File: config.mk
export PLATFORM = sky130hd
export DESIGN_NAME = egpo_top
export DESIGN_NICKNAME = d
export VERILOG_FILES = /design/src/rtl/egpo_pkg.sv /design/src/rtl/egpo_sync.sv /design/src/rtl/egpo_rise.sv /design/src/rtl/egpo_bit_cell.sv /design/src/rtl/egpo_src_mux.sv /design/src/rtl/egpo_top.sv
export SDC_FILE = /design/constraint.sdc
export NUM_CORES = 1
export LEC_CHECK = 0
export BUFFER_PORTS_ARGS = -buffer_cell sky130_fd_sc_hd__buf_2
export CAP_MARGIN = 20
export CORE_MARGIN = 2
export CORE_UTILIZATION = 49
export CTS_CLUSTER_DIAMETER = 120
export DETAILED_ROUTE_END_ITERATION = 7
export PLACE_DENSITY = 0.74
export SLEW_MARGIN = 20
export SYNTH_ARGS = -nofsm -noshare
export SYNTH_HDL_FRONTEND = slang
export SYNTH_SLANG_ARGS = --single-unit
File: constraint.sdc
create_clock -name clk -period 1.36 [get_ports clk]
set_input_delay 0.34 -clock clk [delete_from_list [all_inputs] [get_ports clk]]
set_output_delay 0.34 -clock clk [all_outputs]
set_load 0.03 [all_outputs]
File: src/rtl/egpo_pkg.sv
package egpo_pkg;
  localparam int NBITS   = 4;
  localparam int FIELD_W = 2;
  localparam int ADDR_W  = 2;
  localparam int DATA_W  = 8;
  localparam int NTAPS   = 4;
  localparam int SRC_W   = 4;
  localparam int NALT    = 2;

  localparam logic [ADDR_W-1:0] A_VAL  = 2'd0;
  localparam logic [ADDR_W-1:0] A_CSEL = 2'd1;
  localparam logic [ADDR_W-1:0] A_DSEL = 2'd2;
  localparam logic [ADDR_W-1:0] A_SRC  = 2'd3;

  typedef enum logic [FIELD_W-1:0] {
    CK_NONE = 2'b00,
    CK_EV0  = 2'b01,
    CK_EV1  = 2'b10,
    CK_ALT  = 2'b11
  } clk_code_e;

  typedef enum logic [FIELD_W-1:0] {
    DT_ONE  = 2'b00,
    DT_ZERO = 2'b01,
    DT_INV  = 2'b10,
    DT_ALT  = 2'b11
  } dat_code_e;
endpackage

File: src/rtl/egpo_sync.sv
module egpo_sync #(
  parameter int W      = 4,
  parameter int STAGES = 2
) (
  input  logic         clk,
  input  logic         rst_n,
  input  logic [W-1:0] din,
  output logic [W-1:0] dout
);
  logic [W-1:0] st_q [STAGES];
  logic [W-1:0] st_d [STAGES];

  always_comb begin
    st_d[0] = din;
    for (int k = 1; k < STAGES; k++) st_d[k] = st_q[k-1];
  end

  always_ff @(posedge clk or negedge rst_n) begin
    if (!rst_n) begin
      for (int k = 0; k < STAGES; k++) st_q[k] <= '0;
    end else begin
      for (int k = 0; k < STAGES; k++) st_q[k] <= st_d[k];
    end
  end

  assign dout = st_q[STAGES-1];
endmodule

File: src/rtl/egpo_rise.sv
module egpo_rise #(
  parameter int W = 4
) (
  input  logic         clk,
  input  logic         rst_n,
  input  logic [W-1:0] lvl,
  output logic [W-1:0] rise
);
  logic [W-1:0] prev_q;

  always_ff @(posedge clk or negedge rst_n) begin
    if (!rst_n) prev_q <= '0;
    else        prev_q <= lvl;
  end

  assign rise = lvl & ~prev_q;

  // a held level yields one enable, never a pulse train
  for (genvar g = 0; g < W; g++) begin : g_chk
    assert_single_pulse_R12: assert property (@(posedge clk) disable iff (!rst_n)
      rise[g] |=> !rise[g]);
  end
endmodule

File: src/rtl/egpo_bit_cell.sv
module egpo_bit_cell
  import egpo_pkg::*;
#(
  parameter bit HAS_ALT = 1'b0
) (
  input  logic               clk,
  input  logic               rst_n,
  input  logic               host_ld,
  input  logic               host_d,
  input  logic [FIELD_W-1:0] clk_code,
  input  logic [FIELD_W-1:0] dat_code,
  input  logic [1:0]         ev_pulse,
  input  logic               alt_pulse,
  input  logic               alt_data,
  output logic               q
);
  logic fire;
  logic d_val;
  logic d_ok;
  logic q_d;

  always_comb begin
    unique case (clk_code_e'(clk_code))
      CK_EV0:  fire = ev_pulse[0];
      CK_EV1:  fire = ev_pulse[1];
      CK_ALT:  fire = HAS_ALT ? alt_pulse : 1'b0;
      default: fire = 1'b0;
    endcase
  end

  always_comb begin
    d_ok = 1'b1;
    unique case (dat_code_e'(dat_code))
      DT_ONE:  d_val = 1'b1;
      DT_ZERO: d_val = 1'b0;
      DT_INV:  d_val = ~q;
      default: begin
        d_val = HAS_ALT ? alt_data : q;
        d_ok  = HAS_ALT;
      end
    endcase
  end

  always_comb begin
    if (host_ld)            q_d = host_d;
    else if (fire && d_ok)  q_d = d_val;
    else                    q_d = q;
  end

  always_ff @(posedge clk or negedge rst_n) begin
    if (!rst_n) q <= 1'b0;
    else        q <= q_d;
  end

  // no clock selected, bit holds
  assert_noclk_hold_R3: assert property (@(posedge clk) disable iff (!rst_n)
    (!host_ld && clk_code == 2'b00) |=> q == $past(q));
  // toggle mode inverts the bit on every enabled event
  assert_toggle_R6: assert property (@(posedge clk) disable iff (!rst_n)
    (!host_ld && fire && dat_code == 2'b10) |=> q != $past(q));
  // host load takes priority
  assert_host_wins_R8: assert property (@(posedge clk) disable iff (!rst_n)
    host_ld |=> q == $past(host_d));

  if (!HAS_ALT) begin : g_resv
    // reserved clock code on the upper bits acts as no clock
    assert_resv_clk_R5: assert property (@(posedge clk) disable iff (!rst_n)
      (!host_ld && clk_code == 2'b11) |=> q == $past(q));
    // reserved data code on the upper bits leaves the bit alone
    assert_resv_dat_R7: assert property (@(posedge clk) disable iff (!rst_n)
      (!host_ld && dat_code == 2'b11) |=> q == $past(q));
  end
endmodule

File: src/rtl/egpo_src_mux.sv
module egpo_src_mux
  import egpo_pkg::*;
(
  input  logic             clk,
  input  logic             rst_n,
  input  logic [SRC_W-1:0] src,
  input  logic [NBITS-1:0] q,
  input  logic [NTAPS-1:0] taps,
  output logic             pin
);
  logic [1:0] qi;

  always_comb begin
    qi = 2'(NBITS - 1) - src[1:0];
    if (!src[3])     pin = 1'b0;
    else if (src[2]) pin = q[qi];
    else             pin = taps[src[1:0]];
  end

  // reserved source codes keep the pin low
  assert_resv_low_R11: assert property (@(posedge clk) disable iff (!rst_n)
    !src[3] |-> !pin);
endmodule

File: src/rtl/egpo_top.sv
module egpo_top
  import egpo_pkg::*;
#(
  parameter int SYNC_STAGES = 2
) (
  input  logic              clk,
  input  logic              rst_n,
  input  logic              wr_en,
  input  logic [ADDR_W-1:0] addr,
  input  logic [DATA_W-1:0] wdata,
  output logic [DATA_W-1:0] rdata,
  input  logic [1:0]        evt_in,
  input  logic [NALT-1:0]   io3_clk,
  input  logic [NALT-1:0]   io3_dat,
  input  logic              tap_tx1x_a,
  input  logic              tap_tx16x_a,
  input  logic              tap_rx16x_a,
  input  logic              tap_tx16x_b,
  output logic              gpo_pin
);
  localparam int NSYNC = 2 + 2 * NALT;
  localparam int NEDGE = 2 + NALT;

  logic [1:0]        rst_q;
  logic              rst_i;
  logic [DATA_W-1:0] csel_q, csel_d;
  logic [DATA_W-1:0] dsel_q, dsel_d;
  logic [SRC_W-1:0]  src_q, src_d;
  logic [NBITS-1:0]  val;
  logic [NSYNC-1:0]  lvl;
  logic [NEDGE-1:0]  rise;
  logic              ld_val, ld_csel, ld_dsel, ld_src;

  // asynchronous assert, synchronous release
  always_ff @(posedge clk or negedge rst_n) begin
    if (!rst_n) rst_q <= '0;
    else        rst_q <= {rst_q[0], 1'b1};
  end
  assign rst_i = rst_q[1];

  assign ld_val  = wr_en && (addr == A_VAL);
  assign ld_csel = wr_en && (addr == A_CSEL);
  assign ld_dsel = wr_en && (addr == A_DSEL);
  assign ld_src  = wr_en && (addr == A_SRC);

  always_comb begin
    csel_d = ld_csel ? wdata : csel_q;
    dsel_d = ld_dsel ? wdata : dsel_q;
    src_d  = ld_src  ? wdata[SRC_W-1:0] : src_q;
  end

  always_ff @(posedge clk or negedge rst_i) begin
    if (!rst_i) begin
      csel_q <= '0;
      dsel_q <= '0;
      src_q  <= '0;
    end else begin
      csel_q <= csel_d;
      dsel_q <= dsel_d;
      src_q  <= src_d;
    end
  end

  egpo_sync #(.W(NSYNC), .STAGES(SYNC_STAGES)) u_sync (
    .clk(clk), .rst_n(rst_i),
    .din({io3_dat, io3_clk, evt_in}),
    .dout(lvl)
  );

  egpo_rise #(.W(NEDGE)) u_rise (
    .clk(clk), .rst_n(rst_i),
    .lvl(lvl[NEDGE-1:0]),
    .rise(rise)
  );

  for (genvar i = 0; i < NBITS; i++) begin : g_bit
    localparam bit ALT = (i < NALT);
    logic a_pulse, a_data;
    if (ALT) begin : g_alt
      assign a_pulse = rise[2 + i];
      assign a_data  = lvl[NEDGE + i];
    end else begin : g_noalt
      assign a_pulse = 1'b0;
      assign a_data  = 1'b0;
    end
    egpo_bit_cell #(.HAS_ALT(ALT)) u_cell (
      .clk(clk), .rst_n(rst_i),
      .host_ld(ld_val), .host_d(wdata[i]),
      .clk_code(csel_q[FIELD_W*i +: FIELD_W]),
      .dat_code(dsel_q[FIELD_W*i +: FIELD_W]),
      .ev_pulse(rise[1:0]),
      .alt_pulse(a_pulse), .alt_data(a_data),
      .q(val[i])
    );
  end

  egpo_src_mux u_mux (
    .clk(clk), .rst_n(rst_i),
    .src(src_q), .q(val),
    .taps({tap_tx16x_b, tap_rx16x_a, tap_tx16x_a, tap_tx1x_a}),
    .pin(gpo_pin)
  );

  always_comb begin
    unique case (addr)
      A_VAL:   rdata = {{(DATA_W-NBITS){1'b0}}, val};
      A_CSEL:  rdata = csel_q;
      A_DSEL:  rdata = dsel_q;
      default: rdata = {{(DATA_W-SRC_W){1'b0}}, src_q};
    endcase
  end

  // host write lands in the selected configuration register
  assert_cfg_write_R2: assert property (@(posedge clk) disable iff (!rst_i)
    (wr_en && addr == A_CSEL) |=> csel_q == $past(wdata));
endmodule

After elaboration in Yosys (flattened, before gate mapping):

Cells that the tools add are included.

* output and inout bits: 9
* word-level logic and storage cells: 87
* flip-flop bits (word level): 42
* input bits: 23

* bitwise logic cells: 6
* multiplexer cells: 25
* reductions and logical operators: 21
* $add $sub $neg: 1
* order comparisons: 2
* equality and inequality tests: 21

Operators with widths (number)
* $eq A2 B2 Y1 const B: 12
* $pmux W8 S3: 1
* $eq A2 B1 Y1 const B: 9
* $pmux W1 S3: 6
* $mux W1: 14
* $logic_not A2 Y1: 5
* $reduce_bool A2 Y1: 4
* $reduce_bool A4 Y1: 2
* $logic_and A1 B1 Y1: 6
* $lt A2 B3 Y1 const B: 2
* $reduce_or A3 Y1: 2
* $and A4 B4 Y4: 1
* $bmux W1 S2: 2
* $not A1 Y1: 4
* $not A4 Y4: 1
* $pmux W1 S2: 2
* $reduce_and A2 Y1: 2
* $sub A2 B2 Y2 const A: 1

Depth between registers and ports, before layout:

Gate-level depths: netlist of the first run.

* depth after elaboration: 6
* gate-level depth with buffers: 6

Cells and area by module:

Synthesis of the first run repeated with hierarchy kept, for this count alone.

* cell total of the unflattened synthesis: 137
* area, all modules: 1968.1 µm²

Modules (own cells, without submodules)
* egpo_top: area each 996.0 µm², times used 1, seq. area each 550.5 µm², cells an instance 60
* egpo_sync: area each 300.3 µm², times used 1, seq. area each 300.3 µm², cells an instance 12
* egpo_bit_cell (g_bit[2].u_cell ...): area each 122.6 µm², times used 2, seq. area each 25.0 µm², cells an instance 14
* egpo_bit_cell (g_bit[0].u_cell ...): area each 100.1 µm², times used 2, seq. area each 25.0 µm², cells an instance 11
* egpo_rise: area each 155.1 µm², times used 1, seq. area each 100.1 µm², cells an instance 8
* egpo_src_mux: area each 71.3 µm², times used 1, seq. area each 0.0 µm², cells an instance 7

Worst setup path after synthesis of the first run:

Ideal clock, no wire load.

* path type: reg2out
* start: register src_q[1]
* end: output gpo_pin
* path slack: -0.200 ns
* data arrival time: 1.220 ns
* stages on the path, launching flop included: 4
* path buffers: 0
* cell sequence: dfrtp_1 > mux4_2 > mux2i_1 > nor2b_1

* cells in the longest elaborated chain, start to end: 5
* elaborated cells on any way between the ends: 7

RTL lines
* start, declared: RTL line egpo_top.sv:28 `logic [SRC_W-1:0] src_q, src_d;`
* start signal, assigned: RTL line egpo_top.sv:60 `src_q <= src_d;`
* $sub A2 B2 Y2: RTL line egpo_src_mux.sv:14 `qi = 2'(NBITS - 1) - src[1:0];`
* $bmux W1 S2: RTL line egpo_src_mux.sv:16 `else if (src[2]) pin = q[qi];`
* $mux W1 (not written as such): RTL line egpo_src_mux.sv:16
* $mux W1 *: RTL line egpo_src_mux.sv:16
* $mux W1 *: RTL line egpo_src_mux.sv:15 `if (!src[3]) pin = 1'b0;`
* end, declared: RTL line egpo_top.sv:19 `output logic gpo_pin`

Every way passes the cells marked *; elsewhere a longest branch is shown, timed or not. The select of a mux whose other input is x is not followed.

Final worst setup path of the first run:

* start: register g_bit[3].u_cell.q
* end: output gpo_pin

* cells in the longest elaborated chain, start to end: 4

RTL lines
* start, declared: RTL line egpo_bit_cell.sv:15 `output logic q`
* start signal, assigned: RTL line egpo_bit_cell.sv:52 `else q <= q_d;`
* $bmux W1 S2: RTL line egpo_src_mux.sv:16
* $mux W1 (not written as such): RTL line egpo_src_mux.sv:16
* $mux W1: RTL line egpo_src_mux.sv:16
* $mux W1: RTL line egpo_src_mux.sv:15

No other way between the ends. The select of a mux whose other input is x is not followed.

==> out/summary.md, run 1 <==
In this run the worst hold path is classified as input pin to register. The run gives 5290 um as the final wirelength. Among all flip-flop cells after synthesis, the most frequent one is dfrtp_1. The number of antenna diodes is 0, and the count of flip-flops with a built-in enable after synthesis is 0. TritonCTS built the clock tree. Counting every net in the synthesized netlist gives 158. The final route contains 1471 vias. The run gives 22 as the number of core rows.

In this run, flip-flops and latches consume 39.7% of the power. The reg2reg setup slack is -210 ps. The setup path with the least slack is of type register to output pin. Setup violations remaining at the end of the flow were counted as 13. The count of TritonRoute iterations in the first routing pass was 4.

Initial antenna violation count: 0. The top cell type by area accounts for 56.6% of the synthesized area. Average routed wire per standard cell: 21.0 um.

In the final timing run, aggregate negative setup slack is -3310 ps. The detailed router finished its first iteration with 84 violations. The slowest stage of the critical path is the mux4_2 cell. Counting every instance in the synthesized netlist gives 131. Synthesis instantiated 32 different standard cells from the library.

The final layout contains 230 nets. Dividing the detail-routed via count by the number of cells gives 5.84. For this design the total switching power over the nets is 0.00125 W. Root buffer selected by CTS: clkbuf_8. Compared with the post-synthesis result, the final layout area differs by 47.9%. The number of clock buffers added by TritonCTS is 5. For the worst endpoint required time, the log shows 1020 ps. Measured along the y axis, the die boundary spans 65.6 um. The most critical setup path has its startpoint at g_bit[3].u_cell.q$_DFFE_PN0P_. For the total internal power, the log shows 0.00279 W.

The critical path's largest stage delay is 470 ps. Net switching is 30.9% of the power. The proportion of register bits with asynchronous set or reset after synthesis works out to 100%. The average instance in the mapped netlist occupies 14.2 sq um.

The run gives 35.5% as the combinational power share. The final critical delay including setup and external delays was 1920 ps; the synthesis warning total was 0. The tools report the hold violation count in the final report as 0.

The half-perimeter wire length after placement was 3080 um. The via count of the first global-routing pass was 1500; the wire length of the first global-routing pass was 7270 um. The post-synthesis cell type with the largest combined area was dfrtp_1. The count of boundary I/O pins came out at 32. The worst reg2reg path depth came out at 7.

The longest clock path from root to sink contains 2 buffers. Entering global routing, the biggest net connects 22 pins. Arrival time of data at the critical path endpoint: 1580 ps. Clock share of power: 24.7%.

Clock tree synthesis found a total of 42 sinks. The H-tree was split into 2 levels. The congestion estimate from routability-driven global placement came to 0.790. The maximum VDD drop was 0.00108 V; the area of the die was 0.00430 sq mm. Summed over all cells, the static leakage comes to 1.25 nW. After clock tree synthesis, the clock-pin slew on the worst setup and hold paths is 80 ps. Of all nets on the critical path, the largest fanout is 2. The startpoint kind of the worst setup timing path is a register. Post-synthesis instance area: 0.00186 sq mm. The residual DRC count is 0, and the number of port buffers is 31. Ranked by instance count, the synthesized netlist is headed by dfrtp_1, mux2_2, nand2_1. Yosys attributes the largest share of cell area to dfrtp_1, mux2_2, mux4_2.

The tools report the destination of the worst register-to-register timing path as g_bit[3].u_cell.q$_DFFE_PN0P_. Power spread over the standard cell area amounts to 1470 mW/mm^2. Clock latency on the worst-skew pair, taken at its later pin, is 300 ps. The width of the die was 65.6 um. Setup repair after global routing could not meet its margin everywhere. dfrtp_1 is the most common cell in the netlist.

Cells fill 75.1% of the core in the end. In this run the worst setup path terminates at gpo_pin. The setup slack after placement was -317 ps. The run finished, with violations left. The final count of pins violating max slew was 0. Once the floorplan was initialized, standard cells occupied 50.8% of the core. Cells with a size suffix above 1 make up 65.2% of the layout. Global routing used 24.0% of the available tracks across all layers. Static timing analysis puts the maximum clock frequency at 521 MHz.

Sequential cells were found to cover 56.6% of the synthesized design area. The worst register-to-register path begins at csel_q[6]$_DFFE_PN0P_. The final worst setup slack was -558 ps; the final antenna-violating net count was 0. The tool flagged a number of max-cap violations equal to 0. The worst setup path is captured at an output pin. Total of flip-flops plus latches after synthesis: 42.

After floorplanning, the core was sized to cover 0.00366 sq mm. The final reports fail on setup timing. The tightest hold path in the finished design has a slack of 141 ps.

Of the available clock period, the critical path in the final layout requires 141%. The critical path goes through mux4_2, mux2i_1, nor2b_2, buf_6. The tools report the setup skew after layout as 6.70 ps. The global route total overflow is 0.
==> per-layer routing <==
metal,GRT usage [%],wire (um)
met4,14.1,211
met5,0,0
met3,3.94,273
met1,27.6,1990
met2,42.1,2810
==> placed cells by master, fill, tap and decap left out, types with 2 or more instances in the layout <==
| master | netlist | layout |
|---|---|---|
| dfrtp_1 | 42 | 38 |
| buf_4 | 0 | 25 |
| buf_2 | 1 | 20 |
| buf_6 | 1 | 19 |
| mux2_2 | 18 | 17 |
| nand2_1 | 7 | 7 |
| mux4_2 | 5 | 6 |
| clkbuf_8 | 0 | 5 |
| a22o_4 | 0 | 4 |
| nand3b_1 | 4 | 4 |
| dfrtp_2 | 0 | 4 |
| mux2i_1 | 3 | 3 |
| nor4bb_4 | 0 | 3 |
| and4b_1 | 3 | 3 |
| a21oi_2 | 0 | 3 |
| o21ai_0 | 5 | 3 |
| ha_4 | 0 | 3 |
| inv_4 | 0 | 2 |
| inv_2 | 0 | 2 |
| and2b_4 | 0 | 2 |
| nand2_2 | 2 | 2 |
| a21oi_1 | 5 | 2 |
| nor2_1 | 2 | 2 |
| nor3_2 | 0 | 2 |
| o21ai_1 | 0 | 2 |
| clkinvlp_4 | 0 | 2 |
| buf_12 | 0 | 2 |
==> what timing repair did <==
action                     in CTS  in global routing
pin swaps                      11                  9
hold endpoints to repair        2                  0
buffers inserted               10                  4
setup endpoints to repair      13                 13
resized for setup              47                 25
hold buffers                    1                  0
gates cloned                    0                  0
==> worst min-delay path by stage <==
stage	from	endpoint	slack, ps	cells after the start
final	io3_dat[0]	u_sync.st_d[4]$_DFF_PN0_	140	1
after global placement	rst_n	rst_q[0]$_DFF_PN0_	120	1
after detailed placement	rst_n	rst_q[1]$_DFF_PN0_	130	1
after global routing	evt_in[0]	u_sync.st_d[0]$_DFF_PN0_	120	1
after CTS	evt_in[0]	u_sync.st_d[0]$_DFF_PN0_	130	1
after floorplan	rst_n	rst_q[0]$_DFF_PN0_	40	0
==> worst max-delay path: cells and delay by family, from the launching register on <==
family                 cells  cell delay [ps]
buffers and inverters      1              130
flip-flops                 1              430
multiplexers               2              650
AND/OR/NAND/NOR            1               60
==> power by group through the flow <==
stage	Clock (W)	Combinational, W	Sequential (W)
CTS	0.00101	0.00123	0.00157
detailed placement	0	0.000967	0.00160
finish	0.000998	0.00143	0.00160
global placement	0	0.000924	0.00158
floorplan	0	0.000564	0.00160
global route	0.00108	0.00150	0.00162
==> sequential cells by signal, indices dropped and copies added (netlist names) <==
register,flops
g_bit.u_cell.q,4
dsel_q,8
u_sync.dout,6
csel_q,8
u_rise.prev_q,4
src_q,4
u_sync.st_d,6
rst_q,2
==> logic make-up (layout without fill, tap and decap cells) <==
kind of cell	count (synthesis)	in the layout	share of synthesized area (%)
AOI/OAI and AO/OA	21	21	7.74
DFF	42	42	56.6
other	1	1	0.202
muxes	27	27	20.0
adders and majority gates	4	4	2.69
buffers and inverters	7	80	1.89
and+or+nand+nor	29	29	10.9
==> area by class of cell <==
class                   count  area, sq um
clock inverters             3         45.0
well taps                  48         60.1
clock buffers               5         68.8
fillers                   227          913
flip-flops and latches     42         1060
multi-input cells          82          942
repair buffers             67          552
inverters                   5         23.8
==> through the flow <==
| stage | instances | power (W) | instance area (sq um) |
|---|---|---|---|
| after global placement | 229 | 0.00251 | 2250 |
| after floorplan | 131 | 0.00216 | 1910 |
| after CTS | 248 | 0.00382 | 2610 |
| final | 252 | 0.00403 | 2750 |
| after global routing | 252 | 0.00419 | 2750 |
| after detailed placement | 229 | 0.00257 | 2250 |
No activity file was read; power rests on OpenSTA's default activity.
==> run 2, diff against run 1 <==
--- a/config.mk
+++ b/config.mk
@@ -8,10 +8,10 @@
 export BUFFER_PORTS_ARGS = -buffer_cell sky130_fd_sc_hd__buf_2
 export CAP_MARGIN = 20
 export CORE_MARGIN = 2
-export CORE_UTILIZATION = 49
+export CORE_UTILIZATION = 47
 export CTS_CLUSTER_DIAMETER = 120
 export DETAILED_ROUTE_END_ITERATION = 7
-export PLACE_DENSITY = 0.74
+export PLACE_DENSITY = 0.71
 export SLEW_MARGIN = 20
 export SYNTH_ARGS = -nofsm -noshare
 export SYNTH_HDL_FRONTEND = slang
==> run 2 against run 1 <==
The flow still finishes with violations (setup timing). Wire length down 21%. Global-route usage down 2.0 points. Flip-flop and latch count unchanged. Critical path type unchanged. Highest routed layer unchanged.
==> out/summary.md, run 2 (same netlist as run 1, synthesis figures left out) <==
Entering global routing, the biggest net connects 33 pins. STA classifies the critical path endpoint as an output pin. The final wirelength was 4200 um; the layout overhead on the synthesized area was 41.3%. After detailed routing, the average wire length per cell comes to 17.2 um. The library cell used most frequently in the layout, excluding fill and tap cells, is dfrtp_1. The share of the cycle needed by the critical path after routing is 141%, and the number of buffers created by CTS is 5. Cells with a size suffix above 1 make up 57.7% of the layout. The die covers 0.00447 sq mm.

Setup violations remaining at the end of the flow were counted as 11. The height of the die was 66.9 um. For this block, the via count after detailed routing is 1338. Walking the worst path, the cells encountered are mux4_2, mux2i_1, nor2b_2, buf_6.

Buffers placed on the I/O ports in this run total 31. The startpoint of the most critical setup path was src_q[1]$_DFFE_PN0P_. In this run the power density over the cells is 1450 mW/mm^2. The tools report the peak clock frequency supported by timing as 523 MHz.

The worst hold path belongs to the class input pin to register. In this design, the stage delay of the slowest critical-path cell is 520 ps. The final sum of negative setup slack was -3030 ps. The global router's overall resource usage is 22.1%, and the via count of the first global-routing pass is 1424.

Global routing finished with a remaining overflow of 0. The worst register-to-register path begins at csel_q[6]$_DFFE_PN0P_. The tools report the final count of pins violating max slew as 0. The later pin in the worst-skew pair is clocked with a latency of 290 ps. Clock-pin slew was measured on the worst setup and hold paths at 80 ps. For the starting utilization of the core area, the log shows 49.6%. In the final layout, the registers with the most flip-flops are csel_q x8, dsel_q x8. The maximum fanout along the worst path is 2, and the initial antenna violation count is 0. After detailed routing, the number of vias per cell comes to 5.48. The final standard cell area without fillers is 0.00263 sq mm, and the last weighted congestion value of the routability-driven placer is 0.796. Cells fill 70.2% of the core in the end.

In this run, placement finished with an instance count of 228. In the layout the commonest cells are dfrtp_1, buf_6, buf_2. The total area inside the core boundary comes to 0.00374 sq mm. The non-filler instance count after layout came out at 244.

The tools report the root buffer selected by CTS as clkbuf_8. Number of antenna diodes: 0. For this run, design rule violations remaining after detail routing come to 0. The run gives 1020 ps as the worst endpoint required time. TritonCTS built the clock tree. Setup repair after global routing could not meet its margin everywhere.

Count of boundary I/O pins: 32. The flow ran to the end, but the final reports show violations. CTS built an H-tree with a depth of 2.

Summing all placed instances gives a cell area of 0.00225 sq mm. The half-perimeter wire length after placement was 3020 um; the number of clock sinks was 42. In this run the core area contains 22 standard-cell rows. The launch instance of the worst min-delay path is io3_clk[0].

The tool flagged a number of max-cap violations equal to 0. The final reports fail on setup timing. The tools report the number of buffers on the longest clock path as 2. Maximum VDD drop: 0.000920 V. Startpoint kind of the worst setup timing path: a register. Number of nets in the layout: 222. Wire length of the first global-routing pass: 6940 um. The first routing iteration left 90 violations.

Between clock sinks in the finished design, the worst skew comes to 7.57 ps. The die is 66.9 um wide. In this run the static leakage power is 1.19 nW. Data arrives at the worst endpoint at 1570 ps. The final worst setup slack is -553 ps, and the final critical delay including setup and external delays is 1910 ps. Before antenna repair, the detailed router went through 4 iterations. Hold violation count in the final report: 0.

The critical path in this run is classified as register to output pin. The count of nets left with antenna violations once routing finished came out at 0. The slowest stage cell on the critical path is mux4_2.
==> run 2: layout make-up <==
cell class	instances	area, sq um
Multi-Input combinational cell	82	883
Fill cell	249	1120
Sequential cell	42	1050
Timing Repair Buffer	59	499
Clock inverter	2	37.5
Inverter	5	21.3
Clock buffer	6	72.6
Tap cell	48	60.1
==> run 2: worst max-delay path: cells and delay by family, from the launching register on <==
kind | cells | cell delay (ps)
multiplexers | 2 | 700
flip-flops | 1 | 380
buffers and inverters | 1 | 130
AND/OR/NAND/NOR | 1 | 60
==> run 2: where the power goes <==
part | switching, W | internal, W
Clock | 0.000417 | 0.000547
Combinational | 0.000535 | 0.000726
Sequential | 0.000156 | 0.00143
==> run 2: stage by stage <==
step / worst slack, ps / total power [W] / hold slack (ps)
final: -553 / 0.00381 / 145
after global routing: -621 / 0.00402 / 115
after CTS: -564 / 0.00377 / 137
after detailed placement: -299 / 0.00257 / 128
after global placement: -262 / 0.00251 / 125
after floorplan: -119 / 0.00216 / 44.4
==> run 2: path summary, 6_finish.rpt <==
check / to / slack [ps] / cells after the start
setup reg to reg: g_bit[3].u_cell.q$_DFFE_PN0P_ / -200 / 6
setup / recovery: gpo_pin / -550 / 4
min in group asynchronous: u_sync.dout[4]$_DFF_PN0_ / 170 / 0
hold reg to reg: u_sync.dout[4]$_DFF_PN0_ / 170 / 0
hold / removal: u_sync.st_d[2]$_DFF_PN0_ / 140 / 1
max in group asynchronous: dsel_q[4]$_DFFE_PN0P_ / 650 / 1
==> run 2: layer usage <==
layer / wire length [um] / up-vias / global-route usage [%]
li1: - / 613 / -
met4: 142 / 0 / 14.0
met1: 1670 / 672 / 26.6
met5: 0 / - / 0
met2: 2240 / 39 / 34.4
met3: 149 / 14 / 6.76
==> run 2: what timing repair did <==
action,4_1_cts,5_1_grt
pin swaps,7,9
hold buffers,1,0
endpoints found under the hold margin,2,0
setup buffers,7,1
gates resized for setup,41,16
setup endpoints to repair,12,13
==> run 3, diff against run 2 <==
--- a/config.mk
+++ b/config.mk
@@ -7,11 +7,13 @@
 export LEC_CHECK = 0
 export BUFFER_PORTS_ARGS = -buffer_cell sky130_fd_sc_hd__buf_2
 export CAP_MARGIN = 20
+export CORE_ASPECT_RATIO = 0.9
 export CORE_MARGIN = 2
 export CORE_UTILIZATION = 47
 export CTS_CLUSTER_DIAMETER = 120
 export DETAILED_ROUTE_END_ITERATION = 7
 export PLACE_DENSITY = 0.71
+export REMOVE_ABC_BUFFERS = 1
 export SLEW_MARGIN = 20
 export SYNTH_ARGS = -nofsm -noshare
 export SYNTH_HDL_FRONTEND = slang
==> run 3 against run 2 <==
The flow still finishes with violations (setup timing). Register-to-register slack improved by 100 ps. Die area about the same. Clock power is 18% lower. Via count is 0.37% lower. Largest power group unchanged.
==> out/summary.md, run 3 (same netlist as run 1, synthesis figures left out) <==
Walking the worst path, the cells encountered are mux4_2, mux2i_1, nor2b_1, buf_4. The worst register-to-register path begins at csel_q[6]$_DFFE_PN0P_. From bottom edge to top edge, the die measures 63.7 um. Switching component of the power: 0.00106 W. The worst hold path begins at io3_dat[0]. Pin placement for this block handled 32 I/O pins.

At the end of routability-driven placement, the weighted congestion stood at 0.813. The final standard cell area without fillers is 0.00252 sq mm. The cell count of the worst hold path is 1. In this run the worst path has a maximum fanout of 2.

The routed design could run at a clock period as short as 1910 ps. The final count of pins violating max slew was 0; the core box area was 0.00376 sq mm. Setup violations remaining at the end of the flow were counted as 10. The tree is rooted in a clkbuf_8.

Count of maximum capacitance violations: 0. The terminating pin of the worst hold path was u_sync.st_d[4]$_DFF_PN0_. After global routing the overflow that remains totals 0.

In this design, the stage delay of the slowest critical-path cell is 500 ps. Counting tap cells, the placed design contains a total of 226 instances. Measured along the x axis, the die boundary spans 70.3 um. For the hold violation count in the final report, the log shows 0. The final reports fail on setup timing.

Average routed wire per standard cell: 16.8 um. The tools report the sequential share of power as 44.8%. The leakage power of the design was 1.17 nW; the number of core rows was 21. The die covers 0.00447 sq mm. Leaving out fill and tap cells, the most frequent cell in the layout is dfrtp_1.

Power density over the cells: 1400 mW/mm^2. The tools report the half-perimeter wire length after placement as 2900 um. The via count of the first global-routing pass is 1421.

The clock net in this run drives a total of 42 sinks. The finished layout holds 242 standard cells, fillers aside. After detailed routing, the number of vias per cell comes to 5.51.

The flow ran to the end, but the final reports show violations. For the worst setup path, the data required time is 1020 ps. The largest registers in the layout are csel_q x8, dsel_q x8. Leaving out fill and tap cells, the most frequent cells in the layout are dfrtp_1, buf_2, buf_4. The startpoint kind of the worst setup timing path was a register. The initial utilization of the core area, before any placement, comes to 49.5%. The internal power of the cells totals 0.00246 W. The initial antenna violation count is 0, and the peak clock frequency supported by timing is 523 MHz. Clock skew on the completed layout was measured at 11.2 ps.

For the reg2reg setup slack, the log shows -100 ps. The run gives 43 as the number of design-rule violations left by the first detailed-router iteration. The worst setup path is of the register to output pin kind. The wire length of the first global-routing pass is 6680 um.

Area occupied by multi-input gates: 833 sq um. At the later pin of the worst-skew pair, clock insertion delay measures 300 ps. For this run, the total global-route usage over all layers was measured as 19.7%. Combinational cells account for 32.9% of the total power. For the final wirelength, the log shows 4060 um. For the instance area after placement, the log shows 0.00220 sq mm. The classification of the worst-slack hold path is input pin to register. The tools report the via count of the routed design as 1333.

Setup repair after global routing could not meet its margin everywhere. In this run the tool buffered the top-level ports with 31 buffer cells. The maximum VDD drop came out at 0.000854 V. Of the cells placed in the final design, the portion with a size suffix greater than 1 is 54.6%. On the critical path, the stage with the largest delay is an instance of mux4_2. After clock tree synthesis, the clock-pin slew on the worst setup and hold paths is 80 ps. The run gives -552 ps as the final worst setup slack. The count of TritonRoute iterations in the first routing pass was 4. TritonCTS built the clock tree. Entering global routing, the biggest net connects 26 pins.

In this run the critical register-to-register path is captured at g_bit[3].u_cell.q$_DFFE_PN0P_. Of the available clock period, the critical path in the final layout requires 141%. In this run the number of H-tree levels came out at 2. Once detail routing completed, the nets flagged for antenna violations numbered 0.

The residual DRC count is 0. The number of antenna diodes was 0. In the final layout, flip-flops and latches occupy 0.00105 sq mm. The total buffers and inverters traversed by the critical path was 1; the number of nets in the layout was 222.

The final-layout fill cell count came out at 275. Gate family responsible for the most delay along the worst path: multiplexers. The tools report the arrival time of data at the critical path endpoint as 1570 ps. The worst setup path is captured at an output pin. TritonCTS created 5 clock buffers. Clock share of power: 22.3%. For the worst flop-to-flop path, the logic depth is 6. Layout overhead on the synthesized area: 35.5%.

Net switching is 30.1% of the power. The clock passes through at most 2 buffers.
run 3: changes by cell type in the layout (fill, tap and decap cells not counted), sizes merged:
cell | previous run | this run
clkinvlp | 1 | 0
clkinv | 0 | 2
bufinv | 1 | 0
run 3: worst max path at each step:
stage / from / to / slack (ps) / cells past startpoint
6_report: src_q[1]$_DFFE_PN0P_ / gpo_pin / -550 / 4
3_5_place_dp: addr[0] / dsel_q[2]$_DFFE_PN0P_ / -290 / 5
3_3_place_gp: addr[0] / rdata[0] / -270 / 3
5_1_grt: src_q[1]$_DFFE_PN0P_ / gpo_pin / -610 / 4
2_1_floorplan: src_q[1]$_DFFE_PN0P_ / gpo_pin / -200 / 3
4_1_cts: src_q[1]$_DFFE_PN0P_ / gpo_pin / -580 / 4
run 3: area by class of cell:
cell class,instances,share of cell area [%]
repair buffers,59,18.6
well taps,46,2.29
clock buffers,6,2.88
multi-input cells,82,33.1
clock inverters,2,0.547
inverters,5,0.746
flip-flops and latches,42,41.8
run 3: power groups by stage:
stage / logic, W / registers [W] / clock network, W
global placement: 0.000888 / 0.00158 / 0
finish: 0.00116 / 0.00158 / 0.000787
CTS: 0.00113 / 0.00157 / 0.000814
global route: 0.00124 / 0.00160 / 0.000875
detailed placement: 0.000921 / 0.00159 / 0
floorplan: 0.000525 / 0.00159 / 0
run 3: repair_timing:
action,4_1_cts,5_1_grt
resized for setup,44,5
endpoints found under the setup margin,12,13
setup buffers,7,1
pin swaps,10,4
hold buffers,1,0
hold endpoints to repair,2,0
run 3: worst reg2reg max path, cell delays in order, from the launching register on:
cell,delay [ps]
dfrtp_1,400
buf_6,120
ha_2,160
nand3b_1,120
a21oi_2,80
and4b_1,190
o41ai_2,290
run 3: routing by layer:
layer | vias to the layer above | global-route usage [%] | part of all wire (%)
li1 | 616 | - | -
met1 | 681 | 25.6 | 43
met2 | 30 | 31.6 | 52
met3 | 6 | 4.48 | 3.4
met4 | 0 | 8.89 | 1.2
met5 | - | 0 | 0
run 3: per-stage QoR:
stage               util [%]  hold slack (ps)  worst slack, ps  TNS (ps)  total power (W)
floorplan                  -             44.4             -200      -225          0.00211
finish                  67.0              148             -552     -2970          0.00353
CTS                     66.5              134             -581     -3010          0.00352
global placement        58.7              124             -268     -5500          0.00247
detailed placement      58.7              129             -288     -6380          0.00251
global route            67.0              127             -611     -3410          0.00371
